File: src/rtl/bbm_map_pkg.sv
package bbm_map_pkg;

  typedef enum logic [1:0] {
    RG_DATA  = 2'd0,
    RG_ECC   = 2'd1,
    RG_SKIP  = 2'd2,
    RG_FLAGS = 2'd3
  } region_e;

  // sector of a logical index, clamped to the last sector for the tail
  function automatic int sect_of(input int lidx, input int sect_bytes, input int nsect);
    int s;
    s = lidx / sect_bytes;
    if (s > nsect - 1) s = nsect - 1;
    return s;
  endfunction

  // physical column that a logical index lands on
  function automatic int col_of(input int lidx, input int main_bytes, input int mark_bytes);
    return (lidx >= main_bytes) ? lidx + mark_bytes : lidx;
  endfunction

  // region tag of a position given both the column and the logical index
  function automatic region_e region_of(input int col, input int lidx, input int main_bytes,
                                        input int mark_bytes, input int data_bytes,
                                        input int sect_bytes, input int total);
    if (col >= main_bytes && col < main_bytes + mark_bytes) return RG_SKIP;
    if (lidx >= total) return RG_FLAGS;
    if ((lidx % sect_bytes) < data_bytes) return RG_DATA;
    return RG_ECC;
  endfunction

endpackage

File: src/rtl/bbm_region_dec.sv
module bbm_region_dec
  import bbm_map_pkg::*;
#(
  parameter int MAIN_BYTES = 2048,
  parameter int MARK_BYTES = 2,
  parameter int DATA_BYTES = 512,
  parameter int ECC_BYTES  = 14,
  parameter int SECTORS    = 4,
  parameter int COL_W      = 12,
  parameter int SEC_W      = 2
) (
  input  logic [COL_W-1:0] col_i,
  input  logic [COL_W-1:0] lidx_i,
  output region_e          region_o,
  output logic [SEC_W-1:0] sector_o
);
  localparam int SECT_BYTES = DATA_BYTES + ECC_BYTES;
  localparam int TOTAL      = SECTORS * SECT_BYTES;

  always_comb begin
    region_o = region_of(int'(col_i), int'(lidx_i), MAIN_BYTES, MARK_BYTES,
                         DATA_BYTES, SECT_BYTES, TOTAL);
    sector_o = SEC_W'(sect_of(int'(lidx_i), SECT_BYTES, SECTORS));
  end

endmodule

File: src/rtl/bbm_cursor.sv
module bbm_cursor
  import bbm_map_pkg::*;
#(
  parameter int MAIN_BYTES = 2048,
  parameter int PAGE_BYTES = 2112,
  parameter int MARK_BYTES = 2,
  parameter int COL_W      = 12
) (
  input  logic             clk,
  input  logic             rst_n,
  input  logic             start_i,
  input  logic             byte_vld_i,
  input  region_e          region_i,
  output logic             active_o,
  output logic             take_o,
  output logic             stall_o,
  output logic             done_o,
  output logic [COL_W-1:0] col_o,
  output logic [COL_W-1:0] lidx_o
);
  localparam logic [COL_W-1:0] LAST_COL = COL_W'(PAGE_BYTES - 1);

  logic             active_q, done_q;
  logic [COL_W-1:0] col_q, lidx_q;

  // named events for the assertions
  logic consume;   // position takes a stream byte
  logic advance;   // position moves on this cycle
  logic at_last;   // final column of the page

  assign consume = (region_i == RG_DATA) || (region_i == RG_ECC);
  assign advance = active_q && (consume ? byte_vld_i : 1'b1);
  assign at_last = (col_q == LAST_COL);

  always_ff @(posedge clk or negedge rst_n) begin
    if (!rst_n) begin
      active_q <= 1'b0;
      done_q   <= 1'b0;
      col_q    <= '0;
      lidx_q   <= '0;
    end else begin
      done_q <= 1'b0;
      if (start_i) begin
        active_q <= 1'b1;
        col_q    <= '0;
        lidx_q   <= '0;
      end else if (advance) begin
        if (at_last) begin
          active_q <= 1'b0;
          done_q   <= 1'b1;
          col_q    <= '0;
          lidx_q   <= '0;
        end else begin
          col_q <= col_q + 1'b1;
          if (consume) lidx_q <= lidx_q + 1'b1;
        end
      end
    end
  end

  assign active_o = active_q;
  assign done_o   = done_q;
  assign col_o    = col_q;
  assign lidx_o   = lidx_q;
  assign take_o   = active_q && byte_vld_i && consume;
  assign stall_o  = active_q && !consume;

  // the marker gap never consumes a stream byte
  a_r6_skip_holds_lidx: assert property (@(posedge clk) disable iff (!rst_n)
    (active_q && region_i == RG_SKIP && !start_i) |=> $stable(lidx_q));

  // column and logical index stay in step outside the gap and tail
  a_r5_col_tracks_lidx: assert property (@(posedge clk) disable iff (!rst_n)
    (active_q && consume) |->
      (int'(col_q) == int'(lidx_q) + ((int'(lidx_q) >= MAIN_BYTES) ? MARK_BYTES : 0)));

  // no offered byte, no movement in a data or check position
  a_r3_hold_without_vld: assert property (@(posedge clk) disable iff (!rst_n)
    (active_q && consume && !byte_vld_i && !start_i) |=> $stable(col_q));

  // completion follows the last column and lasts one cycle
  a_r8_done_after_last: assert property (@(posedge clk) disable iff (!rst_n)
    (active_q && at_last && !start_i) |=> (done_q && !active_q));

  a_r8_done_single: assert property (@(posedge clk) disable iff (!rst_n)
    done_q |=> !done_q);

  // idle state sits at column zero
  a_r1_idle_at_zero: assert property (@(posedge clk) disable iff (!rst_n)
    (!active_q && !start_i) |=> (col_q == '0));

endmodule

File: src/rtl/bbm_col_mapper.sv
module bbm_col_mapper
  import bbm_map_pkg::*;
#(
  parameter int MAIN_BYTES  = 2048,
  parameter int SPARE_BYTES = 64,
  parameter int MARK_BYTES  = 2,
  parameter int DATA_BYTES  = 512,
  parameter int ECC_BYTES   = 14,
  parameter int SECTORS     = 4,
  localparam int PAGE_BYTES = MAIN_BYTES + SPARE_BYTES,
  localparam int COL_W      = $clog2(PAGE_BYTES),
  localparam int SEC_W      = (SECTORS > 1) ? $clog2(SECTORS) : 1
) (
  input  logic             clk,
  input  logic             rst_n,
  input  logic             start_i,
  input  logic             byte_vld_i,
  output logic             active_o,
  output logic             take_o,
  output logic             stall_o,
  output logic [COL_W-1:0] col_o,
  output logic [1:0]       region_o,
  output logic [SEC_W-1:0] sector_o,
  output logic [COL_W-1:0] lidx_o,
  output logic             done_o
);
  region_e          region_w;
  logic [COL_W-1:0] col_w, lidx_w;

  bbm_cursor #(
    .MAIN_BYTES (MAIN_BYTES),
    .PAGE_BYTES (PAGE_BYTES),
    .MARK_BYTES (MARK_BYTES),
    .COL_W      (COL_W)
  ) u_cursor (
    .clk        (clk),
    .rst_n      (rst_n),
    .start_i    (start_i),
    .byte_vld_i (byte_vld_i),
    .region_i   (region_w),
    .active_o   (active_o),
    .take_o     (take_o),
    .stall_o    (stall_o),
    .done_o     (done_o),
    .col_o      (col_w),
    .lidx_o     (lidx_w)
  );

  bbm_region_dec #(
    .MAIN_BYTES (MAIN_BYTES),
    .MARK_BYTES (MARK_BYTES),
    .DATA_BYTES (DATA_BYTES),
    .ECC_BYTES  (ECC_BYTES),
    .SECTORS    (SECTORS),
    .COL_W      (COL_W),
    .SEC_W      (SEC_W)
  ) u_dec (
    .col_i    (col_w),
    .lidx_i   (lidx_w),
    .region_o (region_w),
    .sector_o (sector_o)
  );

  assign col_o    = col_w;
  assign lidx_o   = lidx_w;
  assign region_o = region_w;

endmodule

File: config.mk
export PLATFORM = sky130hd
export DESIGN_NAME = bbm_col_mapper
export DESIGN_NICKNAME = d
export VERILOG_FILES = /design/src/rtl/bbm_map_pkg.sv /design/src/rtl/bbm_region_dec.sv /design/src/rtl/bbm_cursor.sv /design/src/rtl/bbm_col_mapper.sv
export SDC_FILE = /design/constraint.sdc
export NUM_CORES = 1
export LEC_CHECK = 0
export BUFFER_PORTS_ARGS = -buffer_cell sky130_fd_sc_hd__buf_2
export CAP_MARGIN = 20
export CORE_MARGIN = 8
export CORE_UTILIZATION = 55
export DETAILED_ROUTE_END_ITERATION = 8
export PLACE_DENSITY = 0.79
export RECOVER_POWER = 25
export SYNTH_ARGS = -nofsm -noshare
export SYNTH_HDL_FRONTEND = slang
export SYNTH_SLANG_ARGS = --single-unit
File: constraint.sdc
create_clock -name clk -period 4.9 [get_ports clk]
set_clock_uncertainty 0.15 [all_clocks]
set_input_delay 0.98 -clock clk [delete_from_list [all_inputs] [get_ports clk]]
set_output_delay 0.98 -clock clk [all_outputs]
set_load 0.02 [all_outputs]
==> metrics.csv <==
stage,metric,value,unit
grt,overflow,0,
setup_path,cpPeakStageDelay,0.48,ns
place,place_hpwl,4294,microns
power_and_ir_drop,power_leakage,1.203,nW
logic_synthesis,synth_area,2260,sq um
drt,vias,2161,
sta,tns,0,ns
run_status,status,finished clean,
setup_path,crit_path_end_kind,output port,
setup_path,critPathTopFamily,compound AO/OA/AOI/OAI gates,
die,coreArea,3971,sq um
hold_path,hold_class,reg2reg,
sta,hold_violations,0,
grt,antenna_found_initial,0,
drt,drt-initial-drc-count,210,
place,place.gp.congestion,0.9706,
cells_and_area,mostFrequentLayoutCells,"buf_2 (34), nor2_1 (33), dfrtp_1 (23), nand2_1 (20), o21ai_0 (16)",
setup_path,crit_type,reg2out,
logic_synthesis,synthCells,274,
cts,htreeDepth,1,
die,die_w,80.10,microns
logic_synthesis,yosys.cell_types.count,66,
place,io_buffers,35,
cts,clk-insertion-delay-late,0.27,ns
setup_path,cp.arrival,3.50,ns
cts,cts_tree,yes,
cts,cts_buffer_depth,2,
sta,slew_headroom,6.594,%
power_and_ir_drop,p_per_area,168.1,nW/um^2
power_and_ir_drop,ir_worst_vdd,145.9,uV
sta,worst_pin_slew,1.401,ns
grt,grt_pass1_wl,9832,microns
sta,min_period,4.632,ns
logic_synthesis,synth-edff-count,0,
grt,gr-usage-all-layers,18.44,%
setup_path,cp_slowest_cell,dfrtp_2,
cts,cts_root_buf,clkbuf_8,
grt,grt_max_degree,27,
sta,setup_violations,0,
cts,numClockSinks,26,
drt,via_per_inst,6.070,
die,die_area,6415,sq um
die,ios,36,
logic_synthesis,ys_seq_area_share,28.79,%
sta,post-route-period-util,94.53,%
drt,drcViolationCount,0,
logic_synthesis,synth_top_flop_cell,dfrtp_1,
sta,fmax,215.9,MHz
cts,numCtsBuffers,3,
setup_path,cp_common_cell,o21ai_1,
drt,dr.pass1.iters,4,
cts,ctsHoldBuffers,0,
logic_synthesis,synthArstFlopShare,100.0,%
setup_path,setup.worst_path.start_class,flop,
die,rows,23,
die,initial_utilization,56.90,%
cells_and_area,nets,318,
cts,clkSlewWorstSetupHoldPaths,0.09,ns
die,fp.dieH,80.10,microns
cells_and_area,final_common_cell,buf_2,
drt,drt-total-wl,5858,microns
cells_and_area,area_growth,14.17,%
setup_path,worstPathCellList,"or2_4, nor2_2, o21ai_1, ha_1, nand2b_1, o21ai_4, nand3_2, o31ai_4, buf_6, xnor2_1, a41o_1, o32ai_2, mux2i_1, o21ai_1, buf_2",
logic_synthesis,postSynthAreaPerCell,8.247,sq um
drt,wl_per_cell,16.46,microns
grt,grt_pass1_vias,2036,
cells_and_area,drive_gt1_share,26.80,%
setup_path,cp_max_fo,8,
cells_and_area,utilization,64.97,%
job,cap_viol_max_count,0,
setup_path,critPathRequiredTime,3.77,ns
cells_and_area,antennaDiodeCount,0,
sta,slew_violations,0,
sta,rsz0062_at_grt,no,
cells_and_area,n_fill_cell,350,
logic_synthesis,ys_ff_latch,26,
logic_synthesis,synth_fp_nets,285,
logic_synthesis,ys_warn_count,0,
setup_path,critPathBufInv,2,
drt,ant_nets,0,
==> cell usage after synthesis (all sizes together), types with 5 or more instances <==
cell type / instances / area, sq um
nor2: 35 / 133.9
dfrtp: 26 / 650.6
nand2: 22 / 87.58
o21ai: 21 / 112.6
inv: 14 / 52.55
nand3: 13 / 70.07
a21oi: 12 / 60.06
clkbuf: 12 / 62.55
xnor2: 10 / 87.58
nor3: 9 / 50.05
and3: 7 / 48.80
buf: 7 / 53.80
ha: 7 / 87.58
mux2i: 7 / 73.82
xor2: 7 / 61.31
a211oi: 5 / 37.54
==> power by group <==
group          total, mW  switching (mW)  internal [mW]
combinational     0.0587          0.0389         0.0198
sequential         0.232          0.0117          0.220
clock              0.143          0.0708         0.0720
total              0.434           0.121          0.312
==> through the flow <==
stage | std cells | worst slack (ns) | cell area (sq um) | power (mW) | hold WS [ns]
floorplan | 274 | 0.2136 | 2260 | 0.2746 | 0.4742
global placement | 348 | 0.3854 | 2441 | 0.2928 | 0.3670
detailed placement | 348 | 0.2453 | 2441 | 0.2938 | 0.3694
CTS | 353 | 0.01636 | 2527 | 0.4317 | 0.4048
global route | 356 | 0.05423 | 2580 | 0.4482 | 0.4231
finish | 356 | 0.2682 | 2580 | 0.4337 | 0.3968
==> cells by family after synthesis <==
| family | count (synthesis) | synth area share, % |
|---|---|---|
| buffers and inverters | 33 | 7.475 |
| AOI/OAI and AO/OA | 67 | 21.71 |
| adders and majority gates | 7 | 3.876 |
| muxes | 8 | 3.765 |
| DFF | 26 | 28.79 |
| xor gates and xnor gates | 17 | 6.589 |
| and+or+nand+nor | 116 | 27.80 |
==> state kept, by name, indices dropped and copies added, names as in the netlist <==
name	count
u_cursor.col_o	12
u_cursor.active_o	1
u_cursor.done_o	1
u_cursor.lidx_o	12
==> final cells by class <==
cell class              instances  area, sq um  area share [%]
multi-input cells             215         1488           57.66
flip-flops and latches         26        654.4           25.36
repair buffers                 47        267.8           10.38
well taps                      50        62.56           2.425
clock buffers                   4        55.05           2.134
inverters                      14        52.55           2.037
==> repair_timing <==
action,in CTS,in global routing
buffers inserted,1,3
gates resized for setup,4,9
setup endpoints to repair,1,2
gates cloned,0,0
pin swaps,1,4
==> final timing paths <==
kind,start,end,depth (start not counted),slack [ns]
max in group asynchronous,rst_n,u_cursor.lidx_o[5],1,2.82
worst max register to register,u_cursor.col_o[10],u_cursor.lidx_o[9],11,1.47
worst min register to register,u_cursor.lidx_o[0],u_cursor.lidx_o[0],1,0.40
worst max-delay path,u_cursor.lidx_o[9],region_o[0],15,0.27
min in group asynchronous,rst_n,u_cursor.col_o[3],1,0.86
worst min-delay path,u_cursor.lidx_o[0],u_cursor.lidx_o[0],1,0.40
==> routing by layer <==
metal	wire length, microns	global-route usage [%]	part of all wire, %
met5	0	0	0
met2	2956	33.06	50
met1	2568	22.30	44
met4	125	5.818	2.1
met3	209	2.009	3.6
Note: power is estimated with default switching activity, not from simulation.
